--- src/rtl/tmr_pkg.sv ---
package tmr_pkg;
  typedef enum logic [1:0] {
    RUN_STOP  = 2'b00,
    RUN_TIMER = 2'b01,
    RUN_GATED = 2'b10,
    RUN_EVENT = 2'b11
  } run_mode_e;
endpackage

--- src/rtl/tmr_stepgen.sv ---
module tmr_stepgen
  import tmr_pkg::*;
(
  input  logic       clk,
  input  logic       rst,
  input  logic       mc_tick,
  input  logic [1:0] run_mode,
  input  logic       div2,
  input  logic       cnt_pin,
  input  logic       trig_pin,
  input  logic       restart,
  output logic       step,
  output logic       trig_fall
);
  logic cnt_prev, trig_prev, phase;
  logic cnt_fall, base_tg;

  always_comb begin
    cnt_fall  = mc_tick & cnt_prev & ~cnt_pin;
    trig_fall = mc_tick & trig_prev & ~trig_pin;
    case (run_mode_e'(run_mode))
      RUN_TIMER: base_tg = mc_tick;
      RUN_GATED: base_tg = mc_tick & cnt_pin;
      default:   base_tg = 1'b0;
    endcase
    step = (base_tg & (~div2 | phase)) |
           ((run_mode_e'(run_mode) == RUN_EVENT) & cnt_fall);
  end

  always_ff @(posedge clk) begin
    if (rst) begin
      cnt_prev  <= 1'b0;
      trig_prev <= 1'b0;
      phase     <= 1'b0;
    end else begin
      if (mc_tick) begin
        cnt_prev  <= cnt_pin;
        trig_prev <= trig_pin;
      end
      if (restart)             phase <= 1'b0;
      else if (base_tg & div2) phase <= ~phase;
    end
  end
endmodule

--- src/rtl/tmr_counter.sv ---
module tmr_counter #(
  parameter int CW = 16
) (
  input  logic          clk,
  input  logic          rst,
  input  logic          step,
  input  logic          trig_fall,
  input  logic          rl_en,
  input  logic          rl_ext,
  input  logic          ext_flag_en,
  input  logic [CW-1:0] reload_val,
  input  logic          wr,
  input  logic [CW-1:0] wdata,
  input  logic          flag_clr,
  output logic [CW-1:0] count,
  output logic          upd,
  output logic          ovf_pulse,
  output logic          ovf_flag,
  output logic          ext_flag
);
  localparam logic [CW-1:0] ALL_ONES = {CW{1'b1}};

  logic wrap, ext_load;

  always_comb begin
    wrap     = step & (count == ALL_ONES);
    ext_load = trig_fall & rl_en & rl_ext;
  end

  always_ff @(posedge clk) begin
    if (rst) begin
      count     <= '0;
      upd       <= 1'b0;
      ovf_pulse <= 1'b0;
      ovf_flag  <= 1'b0;
      ext_flag  <= 1'b0;
    end else begin
      upd       <= 1'b0;
      ovf_pulse <= 1'b0;
      if (wr) begin
        count <= wdata;
      end else if (ext_load) begin
        count <= reload_val;
        upd   <= 1'b1;
      end else if (step) begin
        upd <= 1'b1;
        if (wrap) begin
          ovf_pulse <= 1'b1;
          count     <= (rl_en & ~rl_ext) ? reload_val : '0;
        end else begin
          count <= count + 1'b1;
        end
      end
      if (flag_clr)                       ovf_flag <= 1'b0;
      else if (wrap & ~wr & ~ext_load)    ovf_flag <= 1'b1;
      if (flag_clr)                       ext_flag <= 1'b0;
      else if (trig_fall & ext_flag_en)   ext_flag <= 1'b1;
    end
  end
endmodule

--- src/rtl/tmr_cmp_ch.sv ---
module tmr_cmp_ch #(
  parameter int CW = 16
) (
  input  logic          clk,
  input  logic          rst,
  input  logic [CW-1:0] count,
  input  logic [CW-1:0] cmp_val,
  input  logic          en,
  input  logic          shadow_mode,
  input  logic          upd,
  input  logic          ovf_pulse,
  input  logic          wr,
  input  logic          wdata,
  input  logic          flag_clr,
  output logic          pin,
  output logic          flag
);
  logic shadow, hit;

  always_comb hit = upd & (count == cmp_val);

  always_ff @(posedge clk) begin
    if (rst) begin
      pin    <= 1'b0;
      shadow <= 1'b0;
      flag   <= 1'b0;
    end else begin
      if (wr) shadow <= wdata;
      if (!en) begin
        if (wr) pin <= wdata;
      end else if (!shadow_mode) begin
        if (ovf_pulse) pin <= 1'b0;
        else if (hit)  pin <= 1'b1;
      end else if (hit) begin
        pin <= shadow;
      end
      if (flag_clr)      flag <= 1'b0;
      else if (en & hit) flag <= 1'b1;
    end
  end
endmodule

--- src/rtl/tmr_cmp_unit.sv ---
module tmr_cmp_unit #(
  parameter int CW  = 16,
  parameter int NCH = 4
) (
  input  logic              clk,
  input  logic              rst,
  input  logic              mc_tick,
  input  logic [1:0]        run_mode,
  input  logic              div2,
  input  logic              cnt_pin,
  input  logic              trig_pin,
  input  logic              rl_en,
  input  logic              rl_ext,
  input  logic              ext_flag_en,
  input  logic [CW-1:0]     reload_val,
  input  logic              cnt_wr,
  input  logic [CW-1:0]     cnt_wdata,
  input  logic [NCH*CW-1:0] cmp_vals,
  input  logic [NCH-1:0]    cmp_en,
  input  logic [NCH-1:0]    cmp_mode,
  input  logic [NCH-1:0]    latch_wr,
  input  logic [NCH-1:0]    latch_data,
  input  logic              flag_clr,
  output logic [CW-1:0]     count,
  output logic [NCH-1:0]    cmp_pin,
  output logic              ovf_flag,
  output logic              ext_flag,
  output logic [NCH-1:0]    match_flag
);
  logic step, trig_fall, upd, ovf_pulse;

  tmr_stepgen u_step (
    .clk(clk), .rst(rst), .mc_tick(mc_tick), .run_mode(run_mode),
    .div2(div2), .cnt_pin(cnt_pin), .trig_pin(trig_pin),
    .restart(cnt_wr), .step(step), .trig_fall(trig_fall)
  );

  tmr_counter #(.CW(CW)) u_cnt (
    .clk(clk), .rst(rst), .step(step), .trig_fall(trig_fall),
    .rl_en(rl_en), .rl_ext(rl_ext), .ext_flag_en(ext_flag_en),
    .reload_val(reload_val), .wr(cnt_wr), .wdata(cnt_wdata),
    .flag_clr(flag_clr), .count(count), .upd(upd),
    .ovf_pulse(ovf_pulse), .ovf_flag(ovf_flag), .ext_flag(ext_flag)
  );

  for (genvar i = 0; i < NCH; i++) begin : g_ch
    tmr_cmp_ch #(.CW(CW)) u_ch (
      .clk(clk), .rst(rst), .count(count),
      .cmp_val(cmp_vals[i*CW +: CW]), .en(cmp_en[i]),
      .shadow_mode(cmp_mode[i]), .upd(upd), .ovf_pulse(ovf_pulse),
      .wr(latch_wr[i]), .wdata(latch_data[i]), .flag_clr(flag_clr),
      .pin(cmp_pin[i]), .flag(match_flag[i])
    );
  end
endmodule

--- config.mk ---
export PLATFORM = sky130hd
export DESIGN_NAME = tmr_cmp_unit
export DESIGN_NICKNAME = d
export VERILOG_FILES = /design/src/rtl/tmr_pkg.sv /design/src/rtl/tmr_stepgen.sv /design/src/rtl/tmr_counter.sv /design/src/rtl/tmr_cmp_ch.sv /design/src/rtl/tmr_cmp_unit.sv
export SDC_FILE = /design/constraint.sdc
export NUM_CORES = 1
export LEC_CHECK = 0
export ABC_CLOCK_PERIOD_IN_PS = 6100
export BUFFER_PORTS_ARGS = -buffer_cell sky130_fd_sc_hd__buf_2
export CORE_ASPECT_RATIO = 0.6
export CORE_UTILIZATION = 52
export CTS_BUF_LIST = sky130_fd_sc_hd__clkbuf_8
export DETAILED_ROUTE_END_ITERATION = 7
export PLACE_DENSITY = 0.87
export RECOVER_POWER = 100
export SYNTH_ARGS = -nofsm -noshare
export SYNTH_HDL_FRONTEND = slang
export SYNTH_HIERARCHICAL = 1
export SYNTH_SLANG_ARGS = --single-unit
--- constraint.sdc ---
create_clock -name clk -period 6.1 [get_ports clk]
set_input_delay 0.305 -clock clk [delete_from_list [all_inputs] [get_ports clk]]
set_output_delay 0.305 -clock clk [all_outputs]
set_load 0.05 [all_outputs]
==> results of run 1 <==
## worst paths after layout
path                           from                   to  slack [ns]  depth (start not counted)
setup / recovery     u_cnt/count[0]       u_cnt/count[5]        2.43                          6
hold / removal        latch_data[1]  g_ch[1].u_ch/shadow        0.25                          3
setup reg to reg     u_cnt/count[0]       u_cnt/count[5]        2.43                          6
hold reg to reg   g_ch[0].u_ch/flag    g_ch[0].u_ch/flag        0.48                          1
## per-layer routing
| metal | vias to the layer above | track usage (%) | routed length, µm |
|---|---|---|---|
| met5 | - | 0 | 0 |
| met4 | 0 | 8.489 | 106 |
| met3 | 13 | 6.129 | 949 |
| met2 | 192 | 49.32 | 4348 |
| met1 | 1580 | 43.94 | 4413 |
| li1 | 1624 | - | - |
## cells in the final DEF, fill, tap and decap left out, types with 2 or more instances in the layout
cell type	synthesis	layout
nand4_1	13	13
o21a_1	5	5
mux2_2	3	3
nand3_1	23	23
dfxtp_1	35	35
o21ai_1	4	4
xnor2_1	72	72
o211a_1	4	4
nor3_1	12	12
buf_2	1	123
o22ai_1	3	3
a2111oi_0	2	2
a2111oi_4	2	2
nor3b_1	3	3
a21oi_1	18	19
mux2i_1	14	14
nand2_1	18	18
nor4_1	2	3
nor2_1	22	22
or4_1	2	6
o31ai_1	7	7
a211oi_1	6	9
a221oi_1	2	2
clkbuf_1	11	27
or3_1	2	2
inv_1	23	23
clkbuf_8	0	5
mux2_1	0	2
o21ai_0	3	3
nor2b_1	9	9
a31oi_1	8	8
and3_1	3	3
xor2_1	3	3
ha_1	4	4
## critical path: stages, from the launching register on
cell and delay (ns):
dfxtp_1 0.64, ha_1 0.27, nand3_1 0.17, nor4_1 1.09
a21oi_1 0.54, mux2_1 0.50, a2111oi_4 0.35
## cell families (layout without fill, tap and decap cells)
family	Yosys count	in the layout	synth area share (%)
fa+ha+maj	4	4	1.641
simple gates	123	123	22.94
buf+inv	36	182	4.472
xor+xnor	75	75	21.54
flops	35	35	22.98
compound gates	78	78	19.74
mux	19	19	6.688
## cell type report
class                           instances  area [µm²]
Multi-Input combinational cell        299        2147
Fill cell                             525        1749
Timing Repair Buffer                  151       724.4
Sequential cell                        35       700.7
Tap cell                               80       100.1
Inverter                               23       86.33
Clock buffer                            5       68.82
Clock inverter                          3       46.29
## through the flow
step           std cells  util [%]  setup WS [ns]
2_1_floorplan        370         -          3.523
3_3_place_gp         588     68.60          3.485
3_5_place_dp         588     68.60          3.398
4_1_cts              596     70.65          3.487
5_1_grt              596     68.89          2.143
6_report             596     68.89          2.425
## power groups by stage
stage          logic [mW]  clock network (mW)  registers, mW
2_1_floorplan       0.105                   0          0.302
5_1_grt             0.230               0.236          0.277
4_1_cts             0.216               0.225          0.273
3_3_place_gp        0.208                   0          0.278
3_5_place_dp        0.214                   0          0.278
6_report            0.212               0.225          0.274
## sequential cells by signal, summed over array words and instances (netlist names)
name	count
g_ch.u_ch/pin	4
u_cnt/upd	1
g_ch.u_ch/flag	4
u_cnt/ovf_pulse	1
u_cnt/ovf_flag	1
u_cnt/count	16
u_step/phase	1
u_step/cnt_prev	1
u_step/trig_prev	1
u_cnt/ext_flag	1
g_ch.u_ch/shadow	4
==> impl_results.md, run 1 <==
* Post-Synthesis Cell Area at 3049 µm²
* Yosys cell types at 56
* Synth top area cells: dfxtp_1 (23%), xnor2_1 (21%), mux2i_1 (4.6%)
* Number of enable flip-flop cells after synthesis at 0
* Hpwl dp at 7461 µm
* Pins Over Slew Limit at 38
* DRC viols at 0
* Hold Path Class: in -> reg
* Clk Latency, worst-skew pair at between 0.3 and 0.4 ns
* Biggest area consumer among synthesized cells: dfxtp_1
* Share of the synthesized area in the top cell type at a little under a quarter
* Largest net degree at the start of global routing at between 40 and 50
* Worst EP required at 6.29 ns
* CTS root buffer: clkbuf_8
* Final setup fails at 0
* Synth Instances at 370
* RSZ-0062 raised after global routing: no
* Pwr/cell area at 183.6 nW/µm²
* NetSw at 0.2502 mW
* DR iter-0 viols at 243
* Clock power frac at 31.6%
* Worst hold margin at 0.2483 ns
* Critical Path End Type: register
* DP Area at 3857 µm²
* Top-Level Pins at 151
* Reg clk slew, reported paths at 0.09 ns
* Sequential power share at 38.5%
* Core Area at between 5000 and 6000 µm²
* Vias in the first global route at 2,969
* Setup TNS at 0 ns
* Post-cts hold buffer count at 0
* Max Root-Sink Buffers at 2
* Cell with the most instances after synthesis: xnor2_1
* Async set or reset register ratio after synthesis at 0%
* Max Cap Viol at 1
* Port bufs at 150
* Worst Clk Skew at 0.01163 ns
* Sw Ratio at 35.18%
* Nets@finish at 644
* Final wirelength at 9818 µm
* Hold Vio Cnt, Final at 0
* Share of cells above drive strength 1 at approximately 28%
* Sequential area share after synthesis at between 20% and 30%
* Global route total overflow at 0
* Avg Inst Size Synth at roughly 8 µm²
* Pleak at 1.512 nW
* DR vias at 3,409
* P_int at roughly 0.46 mW
* Die H at 61.32 µm
* Die area at about 6200 µm²
* CP Class: reg -> reg
* DIE WIDTH at approximately 100 µm
* Via density at 5.720
* Crit path time final at roughly 3.7 ns
* Setup bufs post-CTS at 0
* TritonCTS buffer count at 5
* Area Growth Syn to Fin at 27.04%
* Slew @ Worst Pin at 1.912 ns
* # rows at 21
* Initial antenna violation count at 0
* Pwr Total at 0.7111 mW
* N_diodes at 0
* GRT Util Overall at 31.17%
* Yosys reg bits at 35
* TritonRoute pass-1 iters at 5
* Failing checks: max-capacitance violations, max-slew violations
* CTS H-Tree Depth at 2
* Finished Cell Area at 3874 µm²
* Syn nets at 499
* Drt wl/cell at 16.47 µm
* CTS sink cnt at 35
* Placer Congestion at roughly 0.92
* CTS tree: built
* Ys flop type: dfxtp_1
* Startpoint Class: register
* Worst rel slew slack at -27.48%
* CP Max Fanout at 10
* Commonest cells post-synth: xnor2_1 (72), dfxtp_1 (35), inv_1 (23), nand3_1 (23), nor2_1 (22)
* Routed Antenna Nets at 0
* Count of cells resized by post-cts repair at 0
* Initial Util at 54.23%
* Max Clock Freq at 272.1 MHz
* YS warnings at 6
* Status: complete, but fails checks
* First-pass GRT wire length at 14,610 µm
* Final Cycle Share at 60.24%
* Combinational fraction of design power at 29.9%
* VDD IR max at 0.1140 mV
* Critical path data arrival time at 3.87 ns
Note: power is estimated with default switching activity, not from simulation.
==> run 2, diff against run 1 <==
--- a/config.mk
+++ b/config.mk
@@ -5,13 +5,14 @@
 export SDC_FILE = /design/constraint.sdc
 export NUM_CORES = 1
 export LEC_CHECK = 0
-export ABC_CLOCK_PERIOD_IN_PS = 6100
+export ABC_AREA = 1
+export ABC_CLOCK_PERIOD_IN_PS = 3610
 export BUFFER_PORTS_ARGS = -buffer_cell sky130_fd_sc_hd__buf_2
 export CORE_ASPECT_RATIO = 0.6
-export CORE_UTILIZATION = 52
+export CORE_UTILIZATION = 50
 export CTS_BUF_LIST = sky130_fd_sc_hd__clkbuf_8
 export DETAILED_ROUTE_END_ITERATION = 7
-export PLACE_DENSITY = 0.87
+export PLACE_DENSITY = 0.82
 export RECOVER_POWER = 100
 export SYNTH_ARGS = -nofsm -noshare
 export SYNTH_HDL_FRONTEND = slang
==> constraint.sdc (replaced) <==
create_clock -name clk -period 3.61 [get_ports clk]
set_input_delay 0.1805 -clock clk [delete_from_list [all_inputs] [get_ports clk]]
set_output_delay 0.1805 -clock clk [all_outputs]
set_load 0.05 [all_outputs]
==> run 2 against run 1 <==
  * The flow now finishes without violations
  * First-iteration DRC count increased by 36%
  * Cell area increased by 12%
  * Area after synthesis grew 15%
  * Largest power group unchanged
  * Via count increased by 25%
  * Hold slack worse by 0.11 ns
  * Routed wire length is 9.5% higher
  * Fmax up 42%
==> impl_results.md, run 2 <==
* Status: complete, no violations (was complete, but fails checks)
* Drt wl/cell at 12.36 µm (was 16.47 µm)
* Fillers at 674 (was 525)
* Max Root-Sink Buffers at 2 (unchanged)
* # rows at 23 (was 21)
* TritonRoute pass-1 iters at 5 (unchanged)
* Hold Path Class: in -> reg (unchanged)
* Pwr Total at 1.263 mW (was 0.7111 mW)
* Vias in the first global route at 3,724 (was 2,969)
* Port bufs at 150 (unchanged)
* CTS tree: built (unchanged)
* Synth Instances at 631 (was 370)
* Crit path max-delay cell type: dfxtp_1 (was nor4_1)
* CP Class: reg -> reg (unchanged)
* Crit path time final at 2.586 ns (was 3.675 ns)
* TritonCTS buffer count at 5 (unchanged)
* Clk Latency, worst-skew pair at 0.29 ns (was 0.31 ns)
* Pleak at 2.411 nW (was 1.512 nW)
* Slowest Stage Delay on Critical Path at 0.61 ns (was 1.09 ns)
* Worst R2R Path Depth at 10 (was 6)
* Top-Level Pins at 151 (unchanged)
* Area Growth Syn to Fin at 24.22% (was 27.04%)
* Worst hold margin at 0.1392 ns (was 0.2483 ns)
* Core Area at 6705 µm² (was 5623 µm²)
* Max Cap Viol at 0 (was 1)
* Max Clock Freq at 386.6 MHz (was 272.1 MHz)
* Final Cycle Share at 71.65% (was 60.24%)
* Min-Delay Endpoint: u_cnt/count[8] (was g_ch[1].u_ch/shadow)
* DRC viols at 0 (unchanged)
* Most frequent cells in the layout: nand2_1 (217), buf_2 (123), inv_1 (119) (was buf_2 (123), xnor2_1 (72), dfxtp_1 (35))
* Post-Synthesis Cell Area at 3492 µm² (was 3049 µm²)
* CTS sink cnt at 35 (unchanged)
* Worst rel slew slack at 40.43% (was -27.48%)
* Worst r2r src: u_cnt/count[0] (unchanged)
* Largest register FFs at 16 (unchanged)
* Setup TNS at 0 ns (unchanged)
* Initial Util at 52.08% (was 54.23%)
* Hold Vio Cnt, Final at 0 (unchanged)
* Synth top area cells: nand2_1 (23%), dfxtp_1 (20%), inv_1 (13%) (was dfxtp_1 (23%), xnor2_1 (21%), mux2i_1 (4.6%))
* Startpoint Class: register (unchanged)
* DR iter-0 viols at 331 (was 243)
* CP Max Fanout at 13 (was 10)
* Die area at 7334 µm² (was 6184 µm²)
* Biggest area consumer among synthesized cells: nand2_1 (was dfxtp_1)
* Slew @ Worst Pin at 0.8903 ns (was 1.912 ns)
* Largest net degree at the start of global routing at 23 (was 42)
* Yosys reg bits at 35 (unchanged)
* Critical Path End Type: register (unchanged)
* Worst Clk Skew at 0.01128 ns (was 0.01163 ns)
* GRT Util Overall at 29.02% (was 31.17%)
* CTS H-Tree Depth at 2 (unchanged)
* Via density at 4.914 (was 5.720)
* VDD IR max at 0.1767 mV (was 0.1140 mV)
* Pins Over Slew Limit at 0 (was 38)
* Post-cts hold buffer count at 0 (unchanged)
* Commonest non-fill, non-tap cell in the layout: nand2_1 (was buf_2)
* Die H at 66.74 µm (was 61.32 µm)
* Cell with the most instances after synthesis: nand2_1 (was xnor2_1)
* CTS root buffer: clkbuf_8 (unchanged)
* YS warnings at 6 (unchanged)
* Critical path data arrival time at 2.71 ns (was 3.87 ns)
* Final wirelength at 10,760 µm (was 9818 µm)
* Count of cells resized by post-cts repair at 0 (unchanged)
* Share of the synthesized area in the top cell type at 22.90% (was 22.98%)
* Async set or reset register ratio after synthesis at 0% (unchanged)
* Global route total overflow at 0 (unchanged)
* FF-to-FF End: u_cnt/count[14] (was u_cnt/count[5])
* DR vias at 4,275 (was 3,409)
* Setup bufs post-CTS at 0 (unchanged)
* Avg Inst Size Synth at 5.534 µm² (was 8.241 µm²)
* Hpwl dp at 8729 µm (was 7461 µm)
* Syn nets at 760 (was 499)
* Initial antenna violation count at 1 (was 0)
* Ys flop type: dfxtp_1 (unchanged)
* Routed Antenna Nets at 0 (unchanged)
* Worst Hold Launch: reload_val[8] (was latch_data[1])
* Worst EP required at 3.74 ns (was 6.29 ns)
* DIE WIDTH at 109.9 µm (was 100.9 µm)
* Pwr/cell area at 291.0 nW/µm² (was 183.6 nW/µm²)
* Nets@finish at 911 (was 644)
* Yosys cell types at 35 (was 56)
* Reg2reg setup slack at 1.02 ns (was 2.43 ns)
* Number of enable flip-flop cells after synthesis at 0 (unchanged)
* Share of cells above drive strength 1 at 21.58% (was 28.10%)
* Worst-path cell chain: ha_1 > nand3_2 > nor2_1 > nand3_1 > nor2_1 > nor2_1 > nand3_1 > nand3_1 > nand2_1 > a21oi_1 (was ha_1 > nand3_1 > nor4_1 > a21oi_1 > mux2_1 > a2111oi_4)
* Cell depth of the worst hold path at 3 (unchanged)
* Placer Congestion at 0.9038 (was 0.9154)
* Final setup fails at 0 (unchanged)
* N_diodes at 0 (unchanged)
* Sequential area share after synthesis at 20.06% (was 22.98%)
* Largest reg by FF count: u_cnt/count (unchanged)
* Commonest cells post-synth: nand2_1 (213), inv_1 (119), nor2_1 (83) (was xnor2_1 (72), dfxtp_1 (35), inv_1 (23), nand3_1 (23), nor2_1 (22))
* Reg clk slew, reported paths at 0.09 ns (about the same)
* RSZ-0062 raised after global routing: no (unchanged)
* First-pass GRT wire length at 16,410 µm (was 14,610 µm)
[run 2: worst max-delay path, delay by kind of cell, from the launching register on]
kind	cells	cell delay [ns]
AND/OR/NAND/NOR	8	1.43
AO/OA/AOI/OAI	1	0.07
flip-flops	1	0.61
adder cells (fa/ha/maj)	1	0.32
[run 2: area by class of cell]
cell class,count,area (µm²),share of cell area [%]
Multi-Input combinational cell,456,2182,50.30
Timing Repair Buffer,150,716.9,16.53
Sequential cell,35,700.7,16.15
Clock buffer,6,82.58,1.904
Clock inverter,2,38.79,0.8941
Tap cell,87,108.9,2.509
Inverter,134,508.0,11.71
[run 2: power by group]
group | switching (mW) | internal (mW)
registers | 0.0602 | 0.409
logic | 0.243 | 0.155
clock network | 0.169 | 0.228
[run 2: how the worst max path moves through the flow]
stage	from	to	slack (ns)	cells after the start
after floorplan	u_cnt/count[0]	u_cnt/count[11]	1.47	11
after global placement	run_mode[0]	u_cnt/count[11]	1.43	14
after detailed placement	run_mode[0]	u_cnt/count[11]	1.29	14
after CTS	u_cnt/count[0]	u_cnt/count[11]	1.40	9
after global routing	u_cnt/count[0]	u_cnt/count[14]	0.75	10
final	u_cnt/count[0]	u_cnt/count[14]	1.02	10
[run 2: cell families (layout without fill, tap and decap cells)]
family / Yosys count / in the layout / synth area share, %
AO/OA/AOI/OAI: 64 / 64 / 12.11
XOR/XNOR: 27 / 27 / 6.772
adder cells (fa/ha/maj): 4 / 4 / 1.433
buffers and inverters: 140 / 292 / 15.77
flip-flops: 35 / 35 / 20.06
AND/OR/NAND/NOR: 361 / 361 / 43.86
[run 2: metal layers]
metal  routed length [µm]  global-route usage [%]  vias to the layer above
li1                     -                       -                     2208
met1                 5066                   38.43                     1873
met2                 4491                   46.25                      185
met3                 1116                   7.534                        9
met4                   80                   8.167                        0
met5                    0                       0                        -
[run 2: stage by stage]
| step | worst slack [ns] | instance area [µm²] | cells | utilization [%] |
|---|---|---|---|---|
| 6_report | 1.024 | 4338 | 870 | 64.69 |
| 5_1_grt | 0.7499 | 4338 | 870 | 64.69 |
| 4_1_cts | 1.399 | 4431 | 870 | 66.08 |
| 3_5_place_dp | 1.287 | 4309 | 862 | 64.27 |
| 3_3_place_gp | 1.426 | 4309 | 862 | 64.27 |
| 2_1_floorplan | 1.473 | 3492 | 631 | - |
==> run 3, diff against run 2 <==
--- a/config.mk
+++ b/config.mk
@@ -6,7 +6,7 @@
 export NUM_CORES = 1
 export LEC_CHECK = 0
 export ABC_AREA = 1
-export ABC_CLOCK_PERIOD_IN_PS = 3610
+export ABC_CLOCK_PERIOD_IN_PS = 2400
 export BUFFER_PORTS_ARGS = -buffer_cell sky130_fd_sc_hd__buf_2
 export CORE_ASPECT_RATIO = 0.6
 export CORE_UTILIZATION = 50
==> constraint.sdc (replaced) <==
create_clock -name clk -period 2.4 [get_ports clk]
set_input_delay 0.12 -clock clk [delete_from_list [all_inputs] [get_ports clk]]
set_output_delay 0.12 -clock clk [all_outputs]
set_load 0.05 [all_outputs]
==> run 3 against run 2 <==
  * Setup slack got worse by 0.72 ns
  * Combinational power is 75% higher
  * Routed wire length is 3.0% higher
  * Largest cell class unchanged
  * Critical endpoint is now u_cnt/count[9]
  * Largest power group is now combinational cells
  * Clock power is 45% higher
  * Critical path type unchanged
==> impl_results.md, run 3 (synthesized netlist as in run 2, its figures left out) <==
* Commonest non-fill, non-tap cell in the layout: nand2_1 (unchanged)
* Startpoint Class: register (unchanged)
* Placed insts at 879 (was 862)
* Pwr/cell area at 426.9 nW/µm² (was 291.0 nW/µm²)
* Die H at 66.74 µm (unchanged)
* Hold Vio Cnt, Final at 0 (unchanged)
* Final setup fails at 0 (unchanged)
* Max Root-Sink Buffers at 2 (unchanged)
* Clk Latency, worst-skew pair at 0.30 ns (was 0.29 ns)
* Worst r2r src: u_cnt/count[3] (was u_cnt/count[0])
* Slew @ Worst Pin at 0.8711 ns (was 0.8903 ns)
* Final Cycle Share at 87.50% (was 71.65%)
* Die area at 7334 µm² (unchanged)
* Most frequent CP cell: nand2_1
* DP Area at 4437 µm² (was 4309 µm²)
* Worst Hold Launch: reload_val[8] (unchanged)
* Largest reg by FF count: u_cnt/count (unchanged)
* RSZ-0062 raised after global routing: no (unchanged)
* VDD IR max at 0.2860 mV (was 0.1767 mV)
* Nets@finish at 928 (was 911)
* Port bufs at 150 (unchanged)
* Worst Clk Skew at 0.009276 ns (was 0.01128 ns)
* DRC viols at 0 (unchanged)
* Initial Util at 52.08% (unchanged)
* Worst setup startpoint: u_cnt/count[3] (was u_cnt/count[0])
* Count of cells resized by post-cts repair at 0 (unchanged)
* Pleak at 2.495 nW (was 2.411 nW)
* Drt wl/cell at 12.48 µm (was 12.36 µm)
* Max Cap Viol at 0 (unchanged)
* Slowest Stage Delay on Critical Path at 0.64 ns (was 0.61 ns)
* Core Area at 6705 µm² (unchanged)
* Area Growth Syn to Fin at 28.16% (was 24.22%)
* CTS H-Tree Depth at 2 (unchanged)
* Critical path data arrival time at 2.32 ns (was 2.71 ns)
* Status: complete, no violations (unchanged)
* Largest net degree at the start of global routing at 19 (was 23)
* N_diodes at 0 (unchanged)
* Placer Congestion at 0.9349 (was 0.9038)
* Setup bufs post-CTS at 0 (unchanged)
* DR vias at 4,372 (was 4,275)
* Hpwl dp at 9030 µm (was 8729 µm)
* Top-Level Pins at 151 (unchanged)
* Reg clk slew, reported paths at 0.08 ns (was 0.09 ns)
* DIE WIDTH at 109.9 µm (unchanged)
* Final wirelength at 11,070 µm (was 10,760 µm)
* Worst rel slew slack at 41.93% (was 40.43%)
* Worst EP required at 2.62 ns (was 3.74 ns)
* Worst-path cell chain: nand2_1 > nor2_4 > nand4_2 > o21ai_2 > nand2_1 > nand2_1 > nand2_1 > a21oi_1 (was ha_1 > nand3_2 > nor2_1 > nand3_1 > nor2_1 > nor2_1 > nand3_1 > nand3_1 > nand2_1 > a21oi_1)
* Max Clock Freq at 476.2 MHz (was 386.6 MHz)
* Largest register FFs at 16 (unchanged)
* Vias in the first global route at 3,736 (was 3,724)
* CP bufs+invs at 0 (unchanged)
* CP Max Fanout at 13 (unchanged)
* Crit path time final at 2.100 ns (was 2.586 ns)
* Post-cts hold buffer count at 0 (unchanged)
* Routed Antenna Nets at 0 (unchanged)
* Initial antenna violation count at 2 (was 1)
* GRT Util Overall at 30.00% (was 29.02%)
* DR iter-0 viols at 375 (was 331)
* TritonCTS buffer count at 5 (unchanged)
* Most frequent cells in the layout: nand2_1 (218), buf_2 (123), inv_1 (119) (was nand2_1 (217), buf_2 (123), inv_1 (119))
* First-pass GRT wire length at 16,910 µm (was 16,410 µm)
* Crit path max-delay cell type: dfxtp_1 (unchanged)
* CTS sink cnt at 35 (unchanged)
* Global route total overflow at 0 (unchanged)
* Critical path's top delay family: simple AND/OR/NAND/NOR gates (unchanged)
* Setup TNS at 0 ns (unchanged)
* Pins Over Slew Limit at 0 (unchanged)
* Finished Cell Area at 4476 µm² (was 4338 µm²)
* # rows at 23 (unchanged)
* CP Class: reg -> reg (unchanged)
* Share of cells above drive strength 1 at 23.50% (was 21.58%)
* CTS root buffer: clkbuf_8 (unchanged)
* TritonRoute pass-1 iters at 5 (unchanged)
* Hold Path Class: in -> reg (unchanged)
* Worst hold margin at 0.08271 ns (was 0.1392 ns)
* CTS tree: built (unchanged)
* Post-route insts no fill at 887 (was 870)
* Via density at 4.929 (was 4.914)
* Critical Path End Type: register (unchanged)
==> run 3: changes by cell type in the layout (fill, tap and decap cells not counted) <==
cell / previous run / this run
buf_4: 0 / 17
clkbuf_8: 6 / 5
nand2_2: 6 / 5
nand2_1: 217 / 218
clkinv_4: 0 / 1
nor2_2: 9 / 10
nor2_4: 0 / 2
nor2_1: 87 / 84
==> run 3: report_power, final <==
| part | switching, mW | internal [mW] |
|---|---|---|
| sequential | 0.0291 | 0.615 |
| clock | 0.258 | 0.315 |
| combinational | 0.435 | 0.259 |
==> run 3: through the flow <==
step / util [%] / total power [mW] / setup WS (ns)
CTS: 67.90 / 1.926 / 0.4121
floorplan: - / 1.091 / 0.2629
detailed placement: 66.17 / 1.354 / 0.2019
finish: 66.75 / 1.911 / 0.3001
global placement: 66.17 / 1.330 / 0.3272
global route: 66.75 / 2.034 / 0.1261
==> run 3: worst paths after layout <==
path	end	cells past startpoint	slack, ns
worst max register to register	u_cnt/count[9]	8	0.30
worst min register to register	g_ch[2].u_ch/shadow	2	0.46
worst min-delay path	u_cnt/count[8]	3	0.08
worst max-delay path	u_cnt/count[9]	8	0.30
==> run 3: tightest hold or removal path: cells and delay by family <==
kind | cells | cell delay (ns)
buffers and inverters | 1 | 0.10
AOI/OAI and AO/OA | 1 | 0.06
and+or+nand+nor | 1 | 0.05
==> run 3: area by class of cell <==
cell class,count,area [µm²]
sequential,35,700.7
timing repair buffer,167,844.6
clock inverter,3,47.55
multi-input combinational,456,2197
fill,642,2230
tap,87,108.9
clock buffer,5,68.82
inverter,134,508.0
==> run 3: routing by layer <==
layer,up-vias,wire (µm),track usage [%]
met3,12,1351,7.926
li1,2246,-,-
met4,0,99,7.667
met2,240,4626,46.41
met5,-,0,0
met1,1874,4996,40.97
